[src/rtl/rcg_pkg.sv]
package rcg_pkg;
  localparam int NUM_CLASS = 4;
  localparam int CLS_IDX_W = $clog2(NUM_CLASS);
  typedef logic [NUM_CLASS-1:0] cls_vec_t;
endpackage

[src/rtl/rcg_src_sync.sv]
// Per-source capture: each bit is set asynchronously by its request and
// drains to zero through two clocked stages, so even a runt pulse is seen
// by at least one rising edge.
module rcg_src_sync #(
  parameter int NUM_SRC = 11
) (
  input  logic               clk,
  input  logic [NUM_SRC-1:0] src_req,
  output logic [NUM_SRC-1:0] seen
);
  for (genvar i = 0; i < NUM_SRC; i++) begin : g_bit
    logic hit_n;
    logic m_q;
    logic o_q;
    assign hit_n = ~src_req[i];

    always_ff @(posedge clk or negedge hit_n) begin
      if (!hit_n) begin
        m_q <= 1'b1;
        o_q <= 1'b1;
      end else begin
        m_q <= 1'b0;
        o_q <= m_q;
      end
    end

    assign seen[i] = o_q;
  end
endmodule

[src/rtl/rcg_class_stage.sv]
// One reset class: asynchronous assertion, two-flop release synchronizer,
// then a down-counter that holds the output for STRETCH more edges.
module rcg_class_stage #(
  parameter int STRETCH = 16
) (
  input  logic clk,
  input  logic por_n,
  input  logic req_n,
  output logic act
);
  localparam int CNT_W = $clog2(STRETCH + 1);
  localparam logic [CNT_W-1:0] CNT_LOAD = CNT_W'(STRETCH);

  logic             arst_n;
  logic             s1_q, s2_q, act_q, act_d;
  logic             cnt_en;
  logic [CNT_W-1:0] cnt_q, cnt_d;

  assign arst_n = req_n & por_n;

  always_comb begin
    cnt_en = s2_q | (cnt_q != '0);
    cnt_d  = cnt_q;
    if (cnt_en) begin
      if (s2_q) cnt_d = CNT_LOAD;
      else      cnt_d = cnt_q - 1'b1;
    end
    act_d = (cnt_d != '0);
  end

  always_ff @(posedge clk or negedge arst_n) begin
    if (!arst_n) begin
      s1_q  <= 1'b1;
      s2_q  <= 1'b1;
      cnt_q <= CNT_LOAD;
      act_q <= 1'b1;
    end else begin
      s1_q  <= 1'b0;
      s2_q  <= s1_q;
      if (cnt_en) cnt_q <= cnt_d;
      act_q <= act_d;
    end
  end

  assign act = act_q;

  // while the synchronizer still reports a request, the output is held
  a_r5_sync_holds: assert property (@(posedge clk) disable iff (!por_n)
    s2_q |=> act_q);

  // release only at the end of a fully drained stretch
  a_r5_release_drained: assert property (@(posedge clk) disable iff (!por_n)
    $fell(act_q) |-> ($past(cnt_q) == CNT_W'(1) && !$past(s2_q)));
endmodule

[src/rtl/rcg_cause_log.sv]
// Sticky cause register: bit 0 power-on, bit i+1 source i.
module rcg_cause_log #(
  parameter int NUM_SRC = 11
) (
  input  logic               clk,
  input  logic               por_n,
  input  logic [NUM_SRC-1:0] seen,
  input  logic [NUM_SRC-1:0] c0_mask,
  input  logic               clr,
  output logic [NUM_SRC:0]   flags
);
  localparam int FW = NUM_SRC + 1;

  logic [NUM_SRC-1:0] seen_d_q;
  logic [FW-1:0]      flags_q, flags_d, capt;
  logic               c0_now, c0_was, start0;

  always_comb begin
    capt   = {seen, 1'b0};
    c0_now = |(seen & c0_mask);
    c0_was = |(seen_d_q & c0_mask);
    start0 = c0_now & ~c0_was;
    if (start0 | clr) flags_d = capt;
    else              flags_d = flags_q | capt;
  end

  always_ff @(posedge clk or negedge por_n) begin
    if (!por_n) begin
      flags_q  <= FW'(1);
      seen_d_q <= '1;
    end else begin
      flags_q  <= flags_d;
      seen_d_q <= seen;
    end
  end

  assign flags = flags_q;

  // without clear or class-0 restart no recorded cause is lost
  a_r10_sticky: assert property (@(posedge clk) disable iff (!por_n)
    (!clr && !start0) |=> ((flags_q & $past(flags_q)) == $past(flags_q)));

  // a new class-0 event drops the power-on mark
  a_r12_restart_drops_por: assert property (@(posedge clk) disable iff (!por_n)
    start0 |=> !flags_q[0]);
endmodule

[src/rtl/rst_class_gen.sv]
module rst_class_gen
  import rcg_pkg::*;
#(
  parameter int NUM_SRC = 11,
  parameter int STRETCH = 16,
  parameter logic [2*NUM_SRC-1:0] SRC_CLASS = 22'h39_0000
) (
  input  logic               clk,
  input  logic               por_n,
  input  logic [NUM_SRC-1:0] src_req,
  input  logic               cause_clr,
  output logic [NUM_CLASS-1:0] cls_rst_n,
  output logic [NUM_SRC:0]   cause_flags
);
  logic [NUM_CLASS-1:0][NUM_SRC-1:0] cls_mask;
  cls_vec_t           cls_req, cls_act, cls_req_n;
  logic [NUM_SRC-1:0] seen;

  for (genvar k = 0; k < NUM_CLASS; k++) begin : g_cls
    for (genvar i = 0; i < NUM_SRC; i++) begin : g_map
      assign cls_mask[k][i] = (SRC_CLASS[2*i +: 2] == CLS_IDX_W'(k));
    end

    assign cls_req[k] = |(src_req & cls_mask[k]);

    if (k == 0) begin : g_top
      assign cls_req_n[k] = por_n & ~cls_req[k];
    end else begin : g_chain
      assign cls_req_n[k] = ~cls_req[k] & ~cls_act[k-1];

      // a class never stands active while the class below it is idle
      a_r3_cascade: assert property (@(posedge clk) disable iff (!por_n)
        cls_act[k-1] |-> cls_act[k]);

      // a lower class lets go only after the class above already had
      a_r6_order: assert property (@(posedge clk) disable iff (!por_n)
        $fell(cls_act[k]) |-> (!cls_act[k-1] && $past(!cls_act[k-1])));
    end

    rcg_class_stage #(.STRETCH(STRETCH)) u_stage (
      .clk   (clk),
      .por_n (por_n),
      .req_n (cls_req_n[k]),
      .act   (cls_act[k])
    );
  end

  rcg_src_sync #(.NUM_SRC(NUM_SRC)) u_sync (
    .clk     (clk),
    .src_req (src_req),
    .seen    (seen)
  );

  rcg_cause_log #(.NUM_SRC(NUM_SRC)) u_log (
    .clk     (clk),
    .por_n   (por_n),
    .seen    (seen),
    .c0_mask (cls_mask[0]),
    .clr     (cause_clr),
    .flags   (cause_flags)
  );

  assign cls_rst_n = ~cls_act;
endmodule

[config.mk]
export PLATFORM = sky130hd
export DESIGN_NAME = rst_class_gen
export DESIGN_NICKNAME = d
export VERILOG_FILES = /design/src/rtl/rcg_pkg.sv /design/src/rtl/rcg_src_sync.sv /design/src/rtl/rcg_class_stage.sv /design/src/rtl/rcg_cause_log.sv /design/src/rtl/rst_class_gen.sv
export SDC_FILE = /design/constraint.sdc
export NUM_CORES = 1
export LEC_CHECK = 0
export BUFFER_PORTS_ARGS = -buffer_cell sky130_fd_sc_hd__buf_2
export CORE_MARGIN = 2
export CORE_UTILIZATION = 49
export CTS_CLUSTER_DIAMETER = 40
export DETAILED_ROUTE_END_ITERATION = 10
export PLACE_DENSITY = 0.68
export SYNTH_ARGS = -nofsm -noshare
export SYNTH_HDL_FRONTEND = slang
export SYNTH_SLANG_ARGS = --single-unit
[constraint.sdc]
create_clock -name clk -period 0.95 [get_ports clk]
set_clock_uncertainty 0.1 [all_clocks]
set_input_delay 0.095 -clock clk [delete_from_list [all_inputs] [get_ports clk]]
set_output_delay 0.095 -clock clk [all_outputs]
set_load 0.02 [all_outputs]
==> summary.md <==
| Metric | Value |
|---|---|
| Final worst setup slack | -0.740 ns |
| Leak pwr | 2.05 nW |
| Synth warnings | 0 |
| RD Place Congestion | 0.844 |
| Min-delay worst type | in -> async |
| Clock Sinks | 74 |
| IO Port Bufs | 29 |
| Maximum fanout along the worst path | 4 |
| Die Span Y | 81.8 um |
| Yosys reg bits | 74 |
| Unique masters post-synth | 47 |
| Final hold vios | 0 |
| Nets | 386 |
| RSZ-0062 raised after global routing | yes |
| CP max stage delay | 0.51 ns |
| PwrDens | 2670 mW/mm2 |
| Period utilisation layout | 1.78 |
| Crit Path Class | reg -> reg |
| Critical path's top delay family | simple AND/OR/NAND/NOR gates |
| Post-route ant nets | 0 |
| Worst Hold Slack | 0.00457 ns |
| Combinational cell fraction of total power | 0.458 |
| Worst EP arrival | 1.82 ns |
| Global-route wire length before repair | 10100 um |
| # IOs | 30 |
| CP Cell Sequence | inv_4 > ha_4 > or4b_4 > mux2i_1 > o311ai_1 |
| Power Total | 12.0 mW |
| Post-DP HPWL | 4530 um |
| Grt ovf | 0 |
| Switching part of the total power | 0.322 |
| Largest net degree at the start of global routing | 16 |
| Final Instance Count excl. Fillers | 448 |
| Initial antenna violation count | 0 |
| All-layer global routing usage | 0.206 |
| Diode count | 0 |
| Fin crit period | 1.69 ns |
| Peak Freq | 592 MHz |
| Maxcap violations | 0 |
| Initial core utilization | 0.504 |
| Number of flops mapped to enable cells by yosys | 0 |
| R2r worst-path depth | 5 |
| Asr flop ratio synth | 1.00 |
| CTS tree | built |
| Reg clk slew, reported paths | 0.07 ns |
| Die area | 0.00670 mm2 |
| Req. time, crit path | 1.08 ns |
| Slowest CP cell | or4b_4 |
| Setup TNS | -22.88 ns |
| Int Pwr | 8.16 mW |
| Post-Syn Instances | 239 |
| Vias per cell | 4.92 |
| Cell Area, Synth | 0.00297 mm2 |
| Share of layout cells above drive strength 1 | 0.601 |
| Placed instance count | 407 |
| # setup viols final | 52 |
| Root buffer cell | clkbuf_8 |
| H-Tree Level Count | 3 |
| Psw | 3.87 mW |
| Failing checks | negative setup slack |
| Critical path buffers and inverters | 1 |
| Via count | 2204 |
| Worst-case clock buffer depth | 2 |
| Die width | 81.8 um |
| Synth-to-Final Area Change | 52.0% |
| Register area share after synthesis | 0.643 |
| Layout Utilization | 0.767 |
| Drt initial violations | 41 |
| Vias in the first global route | 2234 |
| Row Count | 28 |
| Reg power frac | 0.349 |
| WL final | 6440 um |
| Drt drc | 0 |
| Status | finished with violations |
| Final Max Slew Viols | 0 |
| Crit path depth | 5 |
| TritonRoute pass-1 iters | 4 |
| Critical Path End Type | register |
| Clock share of power | 0.193 |
| Top FF cell, synth | dfstp_2 |
| Max VDD drop | 1840 uV |
| Avg WL per Cell | 14.4 um |
| Avg Cell Area, Syn | 12.4 um2 |
| TritonCTS Buffers | 9 |
| Core Box Area | 0.00589 mm2 |
| Clock latency on the worst-skew pair | 0.33 ns |
| Startpoint types | register |
[registers in the layout, summed over array words and instances (netlist names)]
register and cells:
g_cls.u_stage.act 4, u_sync.g_bit.o_q 11, g_cls.u_stage.s2_q 4, g_cls.u_stage.s1_q 4, g_cls.u_stage.cnt_q 20, u_sync.g_bit.m_q 11, u_log.flags 12, u_log.seen_d_q 8
[cells in the final DEF (no fill, tap or decap), types with 3 or more instances in the layout]
master and instances:
or4b_4 5, conb_1 15, dfrtp_1 25, buf_6 30
a21o_1 4, and3_2 3, buf_2 13, nor3_1 4
and2b_1 3, buf_4 54, clkbuf_1 3, or4_4 3
a21oi_2 3, inv_1 11, a211oi_2 4, xnor2_2 3
dfstp_2 47, a21oi_1 5, inv_2 12, clkbuf_8 10
o211ai_1 3, dlygate4sd3_1 13, nor2_2 4, nor2_1 8
inv_4 3, nand2b_1 19, xor2_1 3, ha_4 4
o21bai_1 14
[repair_timing]
action                                  in CTS  in global routing
setup buffers                                7                  4
hold endpoints to repair                    59                  0
pin swaps                                   14                  8
resized for setup                           64                 20
hold buffers                                13                  0
endpoints found under the setup margin      52                 80
cloned                                       1                  0
[layer usage]
metal | GRT usage | vias to the layer above | wire [um]
met3 | 0.0593 | 7 | 201
met2 | 0.343 | 36 | 3330
met5 | 0 | - | 0
met4 | 0.0667 | 0 | 59
met1 | 0.259 | 1095 | 2850
li1 | - | 1066 | -
[path summary, 6_finish.rpt]
kind                                                              end  slack, ns                             startpoint
worst max-delay path                   g_cls[0].u_stage.act$_DFF_PN1_      -0.74  g_cls[0].u_stage.cnt_q[0]$_DFFE_PN0N_
worst min-delay path            g_cls[0].u_stage.cnt_q[0]$_DFFE_PN0N_      0.005                             src_req[4]
worst max register to register         g_cls[0].u_stage.act$_DFF_PN1_      -0.74  g_cls[0].u_stage.cnt_q[0]$_DFFE_PN0N_
worst min register to register  g_cls[1].u_stage.cnt_q[3]$_DFFE_PN0N_       0.23         g_cls[0].u_stage.act$_DFF_PN1_
max in group asynchronous              g_cls[0].u_stage.act$_DFF_PN1_       0.03                             src_req[1]
min in group clk                             u_log.flags[6]$_DFF_PN0_       0.08                              cause_clr
[logic make-up (layout without fill, tap and decap cells)]
family	after synthesis	in the layout	synth area share
and+or+nand+nor	74	74	0.156
DFF	74	74	0.643
adders and majority gates	4	4	0.0169
other	1	15	0.00126
xor gates and xnor gates	7	7	0.0206
AOI/OAI and AO/OA	45	45	0.112
buffers and inverters	32	152	0.0434
muxes	2	2	0.00674
[worst min-delay path: cells and delay by family]
family                 cells  cell delay (ns)
AND/OR/NAND/NOR            2             0.42
buffers and inverters      2             0.26
[area by class of cell]
class                           instances  area, um2
Clock buffer                           13        149
Clock inverter                          3       40.0
Fill cell                             374       1370
Inverter                               26        105
Multi-Input combinational cell        147       1270
Sequential cell                        74       1910
Tap cell                               75       93.8
Timing Repair Buffer                  110        938
[through the flow]
stage	instance area (um2)	setup WS [ns]
floorplan	3220	-0.748
global placement	3810	-0.634
detailed placement	3810	-0.696
CTS	4410	-0.683
global route	4510	-0.817
finish	4510	-0.740
[power by group through the flow]
stage | Combinational (mW) | Sequential [mW] | Clock (mW)
global route | 5.91 | 4.26 | 2.55
CTS | 5.23 | 4.20 | 2.39
global placement | 4.33 | 4.21 | 0
finish | 5.51 | 4.20 | 2.32
floorplan | 2.67 | 4.38 | 0
detailed placement | 4.45 | 4.22 | 0
[cell usage after synthesis (4+ instances only)]
cell	instances	area, um2
xnor2_1	4	35.0
clkbuf_1	4	15.0
o21bai_1	14	105
a21o_1	4	30.0
nor3_1	7	35.0
dfstp_2	47	1230
dfrtp_1	27	676
ha_1	4	50.1
a21oi_1	8	40.0
inv_1	26	97.6
nand2b_1	20	125
nor2_1	14	52.6
a211oi_1	5	37.5
Power figures use the tool's default switching activity.
